===== src/rtl/atr_gpio_ctrl.sv =====
module atr_gpio_ctrl #(
  parameter int WIDTH = 16,
  parameter int DLY_W = 8
) (
  input  logic             clk,
  input  logic             rst,
  input  logic             wr_en,
  input  logic [2:0]       wr_sel,
  input  logic [WIDTH-1:0] wr_data,
  input  logic [WIDTH-1:0] wr_mask,
  input  logic             tx_busy,
  input  logic [WIDTH-1:0] pin_in,
  output logic [WIDTH-1:0] pin_out,
  output logic [WIDTH-1:0] pin_oe,
  output logic [WIDTH-1:0] rd_pins,
  output logic             tr_out
);
  localparam logic [2:0] SEL_OE = 3'd0, SEL_IO = 3'd1, SEL_MASK = 3'd2,
                         SEL_TXV = 3'd3, SEL_RXV = 3'd4, SEL_RISE = 3'd5,
                         SEL_FALL = 3'd6, SEL_CTRL = 3'd7;

  logic [WIDTH-1:0] oe_q, io_q, mask_q, txv_q, rxv_q;
  logic [DLY_W-1:0] rise_q, fall_q, cnt_q;
  logic             en_q, tr_q;
  logic [WIDTH-1:0] sync1_q, sync2_q;

  function automatic logic [WIDTH-1:0] merge(input logic [WIDTH-1:0] old_v);
    return (old_v & ~wr_mask) | (wr_data & wr_mask);
  endfunction

  always_ff @(posedge clk) begin
    if (rst) begin
      oe_q <= '0; io_q <= '0; mask_q <= '0; txv_q <= '0; rxv_q <= '0;
      rise_q <= '0; fall_q <= '0; en_q <= 1'b0;
    end else if (wr_en) begin
      case (wr_sel)
        SEL_OE:   oe_q   <= merge(oe_q);
        SEL_IO:   io_q   <= merge(io_q);
        SEL_MASK: mask_q <= merge(mask_q);
        SEL_TXV:  txv_q  <= merge(txv_q);
        SEL_RXV:  rxv_q  <= merge(rxv_q);
        SEL_RISE: rise_q <= wr_data[DLY_W-1:0];
        SEL_FALL: fall_q <= wr_data[DLY_W-1:0];
        SEL_CTRL: en_q   <= wr_data[0];
        default:  ;
      endcase
    end
  end

  // T/R shaping: the counter runs only while tx_busy disagrees with tr_q
  logic             want_change;
  logic [DLY_W-1:0] limit;
  assign want_change = tx_busy ^ tr_q;
  assign limit       = tr_q ? fall_q : rise_q;

  always_ff @(posedge clk) begin
    if (rst) begin
      tr_q  <= 1'b0;
      cnt_q <= '0;
    end else if (!want_change) begin
      cnt_q <= '0;
    end else if (cnt_q >= limit) begin
      tr_q  <= ~tr_q;
      cnt_q <= '0;
    end else begin
      cnt_q <= cnt_q + 1'b1;
    end
  end

  always_ff @(posedge clk) begin
    if (rst) begin
      sync1_q <= '0;
      sync2_q <= '0;
    end else begin
      sync1_q <= pin_in;
      sync2_q <= sync1_q;
    end
  end

  logic [WIDTH-1:0] pattern, auto_bits;
  assign pattern   = tr_q ? txv_q : rxv_q;
  assign auto_bits = en_q ? mask_q : '0;
  assign pin_out   = (pattern & auto_bits) | (io_q & ~auto_bits);
  assign pin_oe    = oe_q;
  assign rd_pins   = (pin_out & oe_q) | (sync2_q & ~oe_q);
  assign tr_out    = tr_q;

  a_r2_mask_keeps_oe: assert property (@(posedge clk) disable iff (rst)
    (wr_en && wr_sel == SEL_OE) |=> ((oe_q ^ $past(oe_q)) & ~$past(wr_mask)) == '0);
  a_r2_mask_keeps_io: assert property (@(posedge clk) disable iff (rst)
    (wr_en && wr_sel == SEL_IO) |=> ((io_q ^ $past(io_q)) & ~$past(wr_mask)) == '0);
  a_r6_rise_needs_busy: assert property (@(posedge clk) disable iff (rst)
    $rose(tr_out) |-> $past(tx_busy));
  a_r7_fall_needs_idle: assert property (@(posedge clk) disable iff (rst)
    $fell(tr_out) |-> !$past(tx_busy));
  a_r8_busy_holds_tr: assert property (@(posedge clk) disable iff (rst)
    (tr_out && tx_busy) |=> tr_out);
  a_r3_oe_stable_no_write: assert property (@(posedge clk) disable iff (rst)
    !(wr_en && wr_sel == SEL_OE) |=> $stable(pin_oe));
endmodule


===== config.mk =====
export PLATFORM = sky130hd
export DESIGN_NAME = atr_gpio_ctrl
export DESIGN_NICKNAME = d
export VERILOG_FILES = /design/src/rtl/atr_gpio_ctrl.sv
export SDC_FILE = /design/constraint.sdc
export NUM_CORES = 1
export LEC_CHECK = 0
export ABC_CLOCK_PERIOD_IN_PS = 2270
export BUFFER_PORTS_ARGS = -buffer_cell sky130_fd_sc_hd__buf_4
export CORE_AREA = 2 2 115 117
export CTS_BUF_LIST = sky130_fd_sc_hd__clkbuf_4 sky130_fd_sc_hd__clkbuf_8
export CTS_CLUSTER_SIZE = 28
export DETAILED_ROUTE_END_ITERATION = 8
export DIE_AREA = 0 0 117 119
export GPL_TIMING_DRIVEN = 0
export PLACE_DENSITY = 0.7
export SKIP_LAST_GASP = 1
export SLEW_MARGIN = 20
export SYNTH_ARGS = -nofsm -noshare
export SYNTH_HDL_FRONTEND = slang
export SYNTH_SLANG_ARGS = --single-unit

===== constraint.sdc =====
create_clock -name clk -period 2.27 [get_ports clk]
set_input_delay 0.227 -clock clk [delete_from_list [all_inputs] [get_ports clk]]
set_output_delay 0.227 -clock clk [all_outputs]
set_load 0.02 [all_outputs]

=== Yosys cells after proc, flatten, opt, wreduce, memory -nomap -nowiden ===
Cells that the tools add are included.

* Reductions and logical operators: 11
* Multiplexer cells: 3
* Add/sub/neg operators: 1
* Order comparisons: 1
* Bitwise logic cells: 23
* Equality and inequality tests: 7

{| class="wikitable"
|+ Operators with widths
! kind !! count
|-
| 16-bit AND || 10
|-
| 16-bit bitwise OR || 7
|-
| 16-bit inverter || 3
|-
| 16-bit 2-to-1 mux || 2
|-
| 2-bit AND reduction || 9
|-
| 3-bit equality test (second input constant) || 4
|-
| 8-bit by 1-bit adder with 8-bit output (second input constant) || 1
|-
| 8-bit greater-or-equal comparator || 1
|-
| 8-bit 2-to-1 mux || 1
|-
| 3-bit by 2-bit equality test with 1-bit output (second input constant) || 2
|-
| 3-bit by 1-bit equality test with 1-bit output (second input constant) || 1
|-
| 3-bit logical NOT || 1
|-
| 3-bit OR reduction || 1
|-
| 1-bit inverter || 2
|-
| 1-bit bitwise XOR || 1
|}

* Input port bits: 55
* Word-level logic and storage cells: 58
* Bits in registers: 138
* Output and inout bits: 49

=== Longest topological paths before layout ===
Gate-level depths: netlist (run 1).

* Word-level depth: 6
* Mapped depth: 10
* Depth with buffers taken out: 7

=== Worst setup path before layout (run 1) ===
No wires, ideal clock.

* Path kind: flip-flop to flip-flop
* From: register tr_q, in the netlist tr_out
* To: register cnt_q[2]
* Period minus slack after synthesis: 2.713 ns
* Stages on the path, launching flop included: 11
* Data arrival time: 2.651 ns
* Data required time: 2.208 ns
* Setup time: 0.062 ns
* Path buffers: 3
* Slack: -0.443 ns
* Path through: dfxtp_1 buf_2 buf_2 mux2_2 ha_1 and3_1 o21ai_1 a31oi_1 or4b_1 buf_6 nor2_2

* Word-level cells in the longest chain between the ends: 3
* Elaborated cells between the ends (all ways): 5
* Those cells by class: order compare (1); mux (1); bitwise (2); reduce/logical (1)

{| class="wikitable"
|+ RTL lines
! what !! RTL line !! text
|-
| start, declared || 24 || <nowiki>logic en_q, tr_q;</nowiki>
|-
| start signal, assigned || 63 || <nowiki>tr_q <= ~tr_q;</nowiki>
|-
| 8-bit 2-to-1 mux / 1-bit bitwise XOR (equally long branches) || 54, 53 ||
|-
| 8-bit greater-or-equal comparator / 1-bit inverter (equally long branches) || - ||
|-
| 3-bit OR reduction (no source line) (*) || - ||
|-
| end signal, assigned || 66 || <nowiki>cnt_q <= cnt_q + 1'b1;</nowiki>
|-
| end, declared || 23 || <nowiki>logic [DLY_W-1:0] rise_q, fall_q, cnt_q;</nowiki>
|}

Every way passes the cells marked *; elsewhere a longest branch is shown, timed or not.
A chain may end at the register's enable or synchronous reset.

=== Worst setup path in the final report (run 1) ===
* From: register tr_q, in the netlist tr_out
* To: register cnt_q[0]

Same word-level chain as after synthesis.

==> flow_summary.toml, run 1 <==
[timing]
grt_setup_unrepaired = "yes"
slew-limit-headroom_pct = 49.3
max_clock_freq_mhz = 435
worst_pin_slew_ps = 758
postLayoutSetupSlackWorst_ps = -26.2
hold_ws_ps = 18.0
final-setup-viol-count = 8
timing.final.max_slew_violations = 0
finClkSkew_ps = 7.08
timing.final.crit_period_ps = 2300
min_period_over_period_pct = 101
finalHoldViolations = 0

[die]
die-area_um2 = 13900
die_w_um = 117
num_rows = 42
starting_density_of_the_core_pct = 44.7
core_um2 = 12900
die_height_um = 119
pin_count = 104

[clock_tree]
tritoncts = "yes"
clkLatencyLatePin_ps = 450
clockBufferDepth = 2
ctsRootBufferMaster = "clkbuf_8"
cts.reportedPaths.clkPinSlew_ps = 80
clock_tree.htree_level_count = 4
clock_sinks = 138
numCtsBuffers = 17

[yosys]
synth-seq-area-share_pct = 48.0
netlist-cell-type-count = 30
syn_inst = 643
synth_nets = 707
netlist_area_um2 = 5760
ys_seq_elements = 138
synth.avg_cell_area_um2 = 8.96
yosys_warnings = 0

[routing]
route.detailed.drc = 0
wl_per_cell_um = 16.2
via_count = 5061
detail_route.iter0.violations = 271
detail_routed_via_count_per_cell = 5.19
drt.antenna.violating_nets = 0
drt_pre_antenna_iters = 5
drt_wl_total_mm = 15.8

[critical_path]
critPathKind = "reg2reg"
data_required_time_of_the_worst_path_ps = 2670
critPathArrivalTime_ps = 2690
critPathCaptureType = "register"
cp-start-kind = "register"
critical_path_peak_fanout = 8

[layout]
diodes = 0
post-route-cell-area_um2 = 7450
drive_gt1_share_pct = 23.8
final_core_util_pct = 57.9
final_common_cell = "dfxtp_1"
flow.area_growth_from_synthesis_pct = 29.4
final_cell_mix = "137 x dfxtp_1, 130 x nand2_1, 113 x buf_4"
layout.nets = 850

[power]
p_per_area_nw_per_um2 = 682
worst_ir_drop_vdd_mv = 0.368
p_leak_uw = 0.00330

[placement]
port_buffers = 102
post_dp_cell_area_um2 = 6780
dp_hpwl_mm = 11.2
gp_congestion = 0.805

[global_route]
first_global_vias = 5215
grt_antenna_before_repair = 0
gr-total-overflow = 0
grt_start_max_net_pins = 17
grt_use_total_pct = 23.6
first_pass_grt_wire_length_mm = 25.2

[run_status]
status = "complete, but fails checks"
failed_checks = "negative setup slack"

[run]
maxCapViolations = 0

[min_path]
worst_hold_path_type = "in2reg"
where the power goes:
part	switching, uW	internal, uW
logic	261	221
registers	27.8	2470
clock network	998	1110
total	1290	3800
Yosys cell counts:
cell type / instances / area (um^2)
dfxtp_1: 138 / 2760
nand2_1: 130 / 488
mux2i_1: 88 / 881
nor2_1: 72 / 270
a21oi_1: 50 / 250
nor2b_1: 33 / 206
clkbuf_1: 24 / 90.1
nand3_1: 22 / 110
a31oi_1: 17 / 106
mux2_2: 17 / 191
ha_1: 9 / 113
buf_2: 7 / 35.0
nor2_2: 7 / 43.8
xor2_1: 5 / 43.8
and3_1: 3 / 18.8
inv_1: 3 / 11.3
nand2b_1: 3 / 18.8
or2_2: 2 / 12.5
xnor2_1: 2 / 17.5
a21boi_0: 1 / 7.51
buf_6: 1 / 11.3
nand3b_1: 1 / 7.51
nand4_1: 1 / 6.26
nor2_4: 1 / 11.3
nor3_1: 1 / 5.00
nor3_2: 1 / 10.0
o211ai_1: 1 / 7.51
o21ai_1: 1 / 5.00
o31ai_1: 1 / 7.51
or4b_1: 1 / 10.0
layout make-up:
type                            count  area (um^2)
Buffer                             31          160
Clock buffer                       18          241
Clock inverter                     14          169
Fill cell                        1126         5420
Inverter                            3         11.3
Multi-Input combinational cell    470         2910
Sequential cell                   138         2770
Tap cell                          176          220
Timing Repair Buffer              125          976
through the flow:
step | power, uW | instances | worst slack [ps] | TNS (ps)
final | 5090 | 975 | -26.2 | -170
after floorplan | 2770 | 643 | -53.2 | -421
after global placement | 2970 | 921 | -142 | -1120
after global routing | 5260 | 975 | -89.3 | -738
after CTS | 5100 | 974 | -37.4 | -292
after detailed placement | 2990 | 921 | -189 | -1460
worst max-delay path: stages, from the launching register on:
cell and delay, ps:
dfxtp_4 410, buf_12 140, mux2i_2 220, ha_1 270
and3_4 180, o21ai_2 120, a31oi_2 110, or4b_1 530
buf_6 170, nor2_2 70
routing by layer:
metal | vias to the layer above | GRT usage [%] | wire length (um) | share of wire [%]
met4 | 0 | 11.4 | 450 | 2.9
met3 | 36 | 5.55 | 685 | 4.3
met2 | 142 | 40.5 | 8130 | 52
met5 | - | 0 | 0 | 0
met1 | 2444 | 27.4 | 6500 | 41
li1 | 2439 | - | - | -
kinds of logic after synthesis:
logic type,count (synthesis),synth area share (%)
compound gates,71,6.67
xor+xnor,7,1.06
fa+ha+maj,9,1.96
buf+inv,35,2.56
flops,138,48.0
mux,105,18.6
simple gates,278,21.2
what timing repair did:
action | 4_1_cts | 5_1_grt
hold endpoints to repair | 15 | 0
pin swaps | 5 | 1
setup buffers | 6 | 2
hold buffers | 15 | 0
gates resized for setup | 13 | 9
endpoints found under the setup margin | 35 | 20
worst paths after layout:
check                  start          to  slack [ps]  cells after the start
setup / recovery      tr_out    cnt_q[0]         -30                      9
hold / removal     pin_in[5]  sync1_q[5]          20                      2
setup reg to reg      tr_out    cnt_q[0]         -30                      9
hold reg to reg   sync1_q[3]  sync2_q[3]         450                      1
Note: power is estimated with default switching activity, not from simulation.
==> run 2: changes to the inputs <==
Settings changed: CTS_BUF_LIST sky130_fd_sc_hd__clkbuf_4 sky130_fd_sc_hd__clkbuf_8 to unset.
==> flow_summary.toml, run 2 (same netlist as run 1, synthesis figures left out) <==
[run_status]
status = "complete, but fails checks"
failed_checks = "negative setup slack"

[global_route]
first_global_vias = 5120
grtUsageMet1_pct = 27.4
grt_util_met3_pct = 5.70
grt_antenna_before_repair = 0
first_pass_grt_wire_length_mm = 25.2
gr-max-usage-layer = "met2"
grt_start_max_net_pins = 17
grt_use_total_pct = 23.6
gr-total-overflow = 0
grt_util_met2_pct = 40.4

[placement]
port_buffers = 102
post_dp_cell_area_um2 = 6780
dp_hpwl_mm = 11.2
gp_congestion = 0.805
placement.setup.worst_slack_ps = -189

[clock_tree]
clockBufferDepth = 2
cts_hold_repair.buffers = 0
ctsRootBufferMaster = "clkbuf_16"
clock_sinks = 138
clkLatencyLatePin_ps = 420
numCtsBuffers = 17
cts.reportedPaths.clkPinSlew_ps = 60
tritoncts = "yes"
clock_tree.htree_level_count = 4

[layout]
drive_gt1_share_pct = 23.9
post-route-cell-area_um2 = 7480
diodes = 0
final_cell_mix = "137 x dfxtp_1, 130 x nand2_1, 110 x buf_4"
layout.nets = 834
flow.area_growth_from_synthesis_pct = 29.9
final_common_cell = "dfxtp_1"

[timing]
finClkSkew_ps = 4.09
max_clock_freq_mhz = 432
postLayoutSetupSlackWorst_ps = -42.9
final-setup-viol-count = 8
timing.final.max_slew_violations = 0
hold_ws_ps = 7.74
setup_total_negative_slack_ps = -228
slew-limit-headroom_pct = 49.9
worst_pin_slew_ps = 751
min_period_over_period_pct = 102
grt_setup_unrepaired = "yes"
timing.final.crit_period_ps = 2310
finalHoldViolations = 0

[routing]
drt.antenna.violating_nets = 0
via_count = 4994
drt_wl_total_mm = 15.7
drt_pre_antenna_iters = 5
route.detailed.drc = 0
detail_route.iter0.violations = 257
detail_routed_via_count_per_cell = 5.21
wl_per_cell_um = 16.3

[critical_path]
critPathCaptureType = "register"
max_stage_delay_ps = 550
reg2reg_from = "tr_out"
r2r_setup_slack_ps = -40
ff2ff_path_depth = 9
reg2reg_to = "cnt_q[7]"
critical_path.cell_chain = "buf_12, mux2_4, ha_4, and3_4, o21ai_2, a31oi_2, or4b_1, buf_6, nor2_4"
data_required_time_of_the_worst_path_ps = 2640
cp-start-kind = "register"
critPathKind = "reg2reg"
critical_path_peak_fanout = 8
critPathArrivalTime_ps = 2680
crit_path_max_delay_cell_type = "or4b_1"

[min_path]
hold_path.startpoint = "pin_in[10]"
worstHoldPathCells = 2
worst_hold_path_type = "in2reg"
whs_endpoint = "sync1_q[10]"

[power]
worst_ir_drop_vdd_mv = 0.551
finalPower_uw = 5790
seqPwrFrac_pct = 43.2
net_switching_power_uw = 1380
switching_share_of_power_pct = 23.8
p_per_area_nw_per_um2 = 774
clkPwrFrac_pct = 48.9
p_leak_uw = 0.00332
internal_power_uw = 4410
share_of_power_burned_in_combinational_logic_pct = 7.9

[die]
die_height_um = 119
starting_density_of_the_core_pct = 44.7
core_um2 = 12900
die-area_um2 = 13900
die_w_um = 117
pin_count = 104
num_rows = 42

[run]
maxCapViolations = 0
==> run 2: changes by cell type in the layout (fill, tap and decap cells not counted), sizes merged <==
cell         previous run  this run
dlygate4sd3            15         0
buf                   119       116
clkbuf                 40        42
==> run 2: worst max-delay path by stage <==
stage                 from        to  slack [ps]  cells after the start
floorplan           tr_out  cnt_q[0]         -50                     10
global placement    tr_out  cnt_q[2]        -140                     10
detailed placement  tr_out  cnt_q[4]        -190                     10
CTS                 tr_out  cnt_q[0]         -30                     10
global route        tr_out  cnt_q[3]        -120                      9
finish              tr_out  cnt_q[7]         -40                      9
==> run 2: metrics by stage <==
stage          util [%]  cells
2_1_floorplan         -    643
3_3_place_gp       52.7    921
3_5_place_dp       52.7    921
4_1_cts            57.9    958
5_1_grt            58.1    959
6_report           58.1    959
==> run 2: what timing repair did <==
item,4_1_cts,5_1_grt
gates resized for setup,10,9
pin swaps,4,8
buffers inserted,5,3
setup endpoints to repair,34,18
==> run 2: routing by layer <==
layer  wire length [um]  vias up
met4                459        0
li1                   -     2417
met3                698       37
met5                  0        -
met2               8020      150
met1               6500     2390
==> run 2: layout make-up <==
| type | instances | area [um^2] |
|---|---|---|
| fill | 1109 | 5390 |
| multi-input combinational | 470 | 2910 |
| sequential | 138 | 2770 |
| timing repair buffer | 110 | 826 |
| clock buffer | 18 | 429 |
| tap | 176 | 220 |
| clock inverter | 14 | 169 |
| buffer | 30 | 150 |
| inverter | 3 | 11.3 |
==> run 2: power by group through the flow <==
stage | clock, uW | sequential (uW) | combinational, uW
finish | 2830 | 2500 | 460
global placement | 0 | 2550 | 425
CTS | 2840 | 2500 | 459
floorplan | 0 | 2550 | 220
detailed placement | 0 | 2550 | 438
global route | 2960 | 2510 | 494
==> run 2: worst max-delay path, delay by kind of cell (launching register included) <==
kind | cells | cell delay (ps)
fa+ha+maj | 1 | 210
flops | 1 | 390
compound gates | 2 | 250
mux | 1 | 310
simple gates | 3 | 790
buf+inv | 2 | 300
==> run 3: changes to the inputs <==
--- a/config.mk
+++ b/config.mk
@@ -10,2 +10,3 @@
 export CORE_AREA = 2 2 115 117
+export CTS_BUF_LIST = sky130_fd_sc_hd__clkbuf_4
 export CTS_CLUSTER_SIZE = 28
@@ -14,2 +15,3 @@
 export GPL_TIMING_DRIVEN = 0
+export MAX_ROUTING_LAYER = met4
 export PLACE_DENSITY = 0.7
==> constraint.sdc (replaced) <==
create_clock -name clk -period 2.27 [get_ports clk]
set_input_delay 0.1135 -clock clk [delete_from_list [all_inputs] [get_ports clk]]
set_output_delay 0.1135 -clock clk [all_outputs]
set_load 0.02 [all_outputs]
==> flow_summary.toml, run 3 (same netlist as run 1, synthesis figures left out) <==
[critical_path]
critical_path_peak_fanout = 8
reg2reg_from = "tr_out"
reg2reg_to = "cnt_q[5]"
critPathCaptureType = "register"
ff2ff_path_depth = 9
data_required_time_of_the_worst_path_ps = 2780
critPathArrivalTime_ps = 2830
cp-start-kind = "register"
r2r_setup_slack_ps = -50
critPathKind = "reg2reg"

[layout]
post-route-cell-area_um2 = 7800
n_fill_cell = 1066
final_cell_mix = "137 x dfxtp_1, 130 x nand2_1, 112 x buf_4"
layout.nets = 895
final_core_util_pct = 60.6
flow.area_growth_from_synthesis_pct = 35.5
final_common_cell = "dfxtp_1"
diodes = 0
non_filler_instance_count_after_layout = 1020
multi_input_area_um2 = 2910
drive_gt1_share_pct = 22.4
seqCellArea_um2 = 2770

[global_route]
gr-max-usage-layer = "met2"
first_pass_grt_wire_length_mm = 26.2
grtUsageMet1_pct = 28.4
grt_util_met3_pct = 5.14
grt_start_max_net_pins = 17
gr-total-overflow = 0
grt_use_total_pct = 25.2
grt_antenna_before_repair = 0
grt_util_met2_pct = 42.7
first_global_vias = 5433

[timing]
slew-limit-headroom_pct = 52.4
postLayoutSetupSlackWorst_ps = -47.2
timing.final.crit_period_ps = 2320
timing.final.max_slew_violations = 0
max_clock_freq_mhz = 432
min_period_over_period_pct = 102
grt_setup_unrepaired = "yes"
worst_pin_slew_ps = 715
finClkSkew_ps = 9.54
finalHoldViolations = 0
final-setup-viol-count = 8
setup_total_negative_slack_ps = -271

[routing]
wl_per_cell_um = 16.0
drt_pre_antenna_iters = 5
drt_wl_total_mm = 16.3
detail_route.iter0.violations = 293
detail_routed_via_count_per_cell = 5.17
via_count = 5270
drt.antenna.violating_nets = 0
route.detailed.drc = 0

[clock_tree]
clock_tree.htree_level_count = 4
clockBufferDepth = 2
clkLatencyLatePin_ps = 560
tritoncts = "yes"
cts.reportedPaths.clkPinSlew_ps = 130
ctsRootBufferMaster = "clkbuf_4"
clock_sinks = 138
numCtsBuffers = 17

[die]
num_rows = 42
die-area_um2 = 13900
core_um2 = 12900
die_height_um = 119
die_w_um = 117
pin_count = 104
starting_density_of_the_core_pct = 44.7

[power]
seqPwrFrac_pct = 52.4
switching_share_of_power_pct = 26.2
p_leak_uw = 0.00343
worst_ir_drop_vdd_mv = 0.302
p_per_area_nw_per_um2 = 612
clkPwrFrac_pct = 36.3
share_of_power_burned_in_combinational_logic_pct = 11.3
internal_power_uw = 3520
net_switching_power_uw = 1250

[placement]
port_buffers = 102
gp_congestion = 0.817
dpl.cell_count = 921
dp_hpwl_mm = 11.2
post_dp_cell_area_um2 = 6780

[min_path]
worst_hold_path_type = "in2reg"
worstHoldPathCells = 5
hold_path.startpoint = "wr_sel[0]"

[run_status]
failed_checks = "negative setup slack"
status = "complete, but fails checks"

[run]
maxCapViolations = 0
[run 3: layout make-up]
class / instances / share of cell area (%)
multi-input combinational: 470 / 37.2
clock buffer: 18 / 1.73
tap: 176 / 2.82
sequential: 138 / 35.4
clock inverter: 14 / 2.16
buffer: 30 / 2.00
timing repair buffer: 171 / 18.5
inverter: 3 / 0.144
[run 3: timing repair]
item,CTS,global route
pin swaps,5,2
setup endpoints to repair,37,20
resized for setup,15,8
endpoints found under the hold margin,113,0
hold buffers,61,0
setup buffers,6,2
[run 3: how the worst max path moves through the flow]
stage,start,endpoint,slack (ps),cells after the start
3_3_place_gp,tr_out,cnt_q[2],-140,10
2_1_floorplan,tr_out,cnt_q[0],-50,10
5_1_grt,tr_out,cnt_q[3],-100,9
3_5_place_dp,tr_out,cnt_q[4],-190,10
4_1_cts,tr_out,cnt_q[2],-50,10
6_report,tr_out,cnt_q[5],-50,9
[run 3: stage by stage]
stage	setup slack [ps]	power [uW]	hold WS, ps
6_report	-47.2	4770	28.6
5_1_grt	-99.9	4940	25.7
4_1_cts	-46.4	4780	7.64
3_5_place_dp	-189	2990	328
3_3_place_gp	-142	2970	323
2_1_floorplan	-53.2	2770	242
[run 3: metal layers]
layer / wire [um] / vias up
met5: 0 / -
li1: - / 2530
met4: 459 / 0
met1: 6650 / 2535
met3: 737 / 38
met2: 8450 / 167
[run 3: worst max-delay path, cell delays in order (launching register included)]
cell and delay, ps:
dfxtp_4 420, buf_12 140, mux2i_2 220, ha_1 270
and3_4 180, o21ai_2 120, a31oi_2 110, or4b_1 530
buf_6 170, nor2_2 90
[run 3: power by group through the flow]
stage               registers (uW)  logic [uW]  clock network [uW]
floorplan                     2550         220                   0
global route                  2510         575                1860
finish                        2500         538                1730
detailed placement            2550         438                   0
CTS                           2500         535                1750
global placement              2550         425                   0
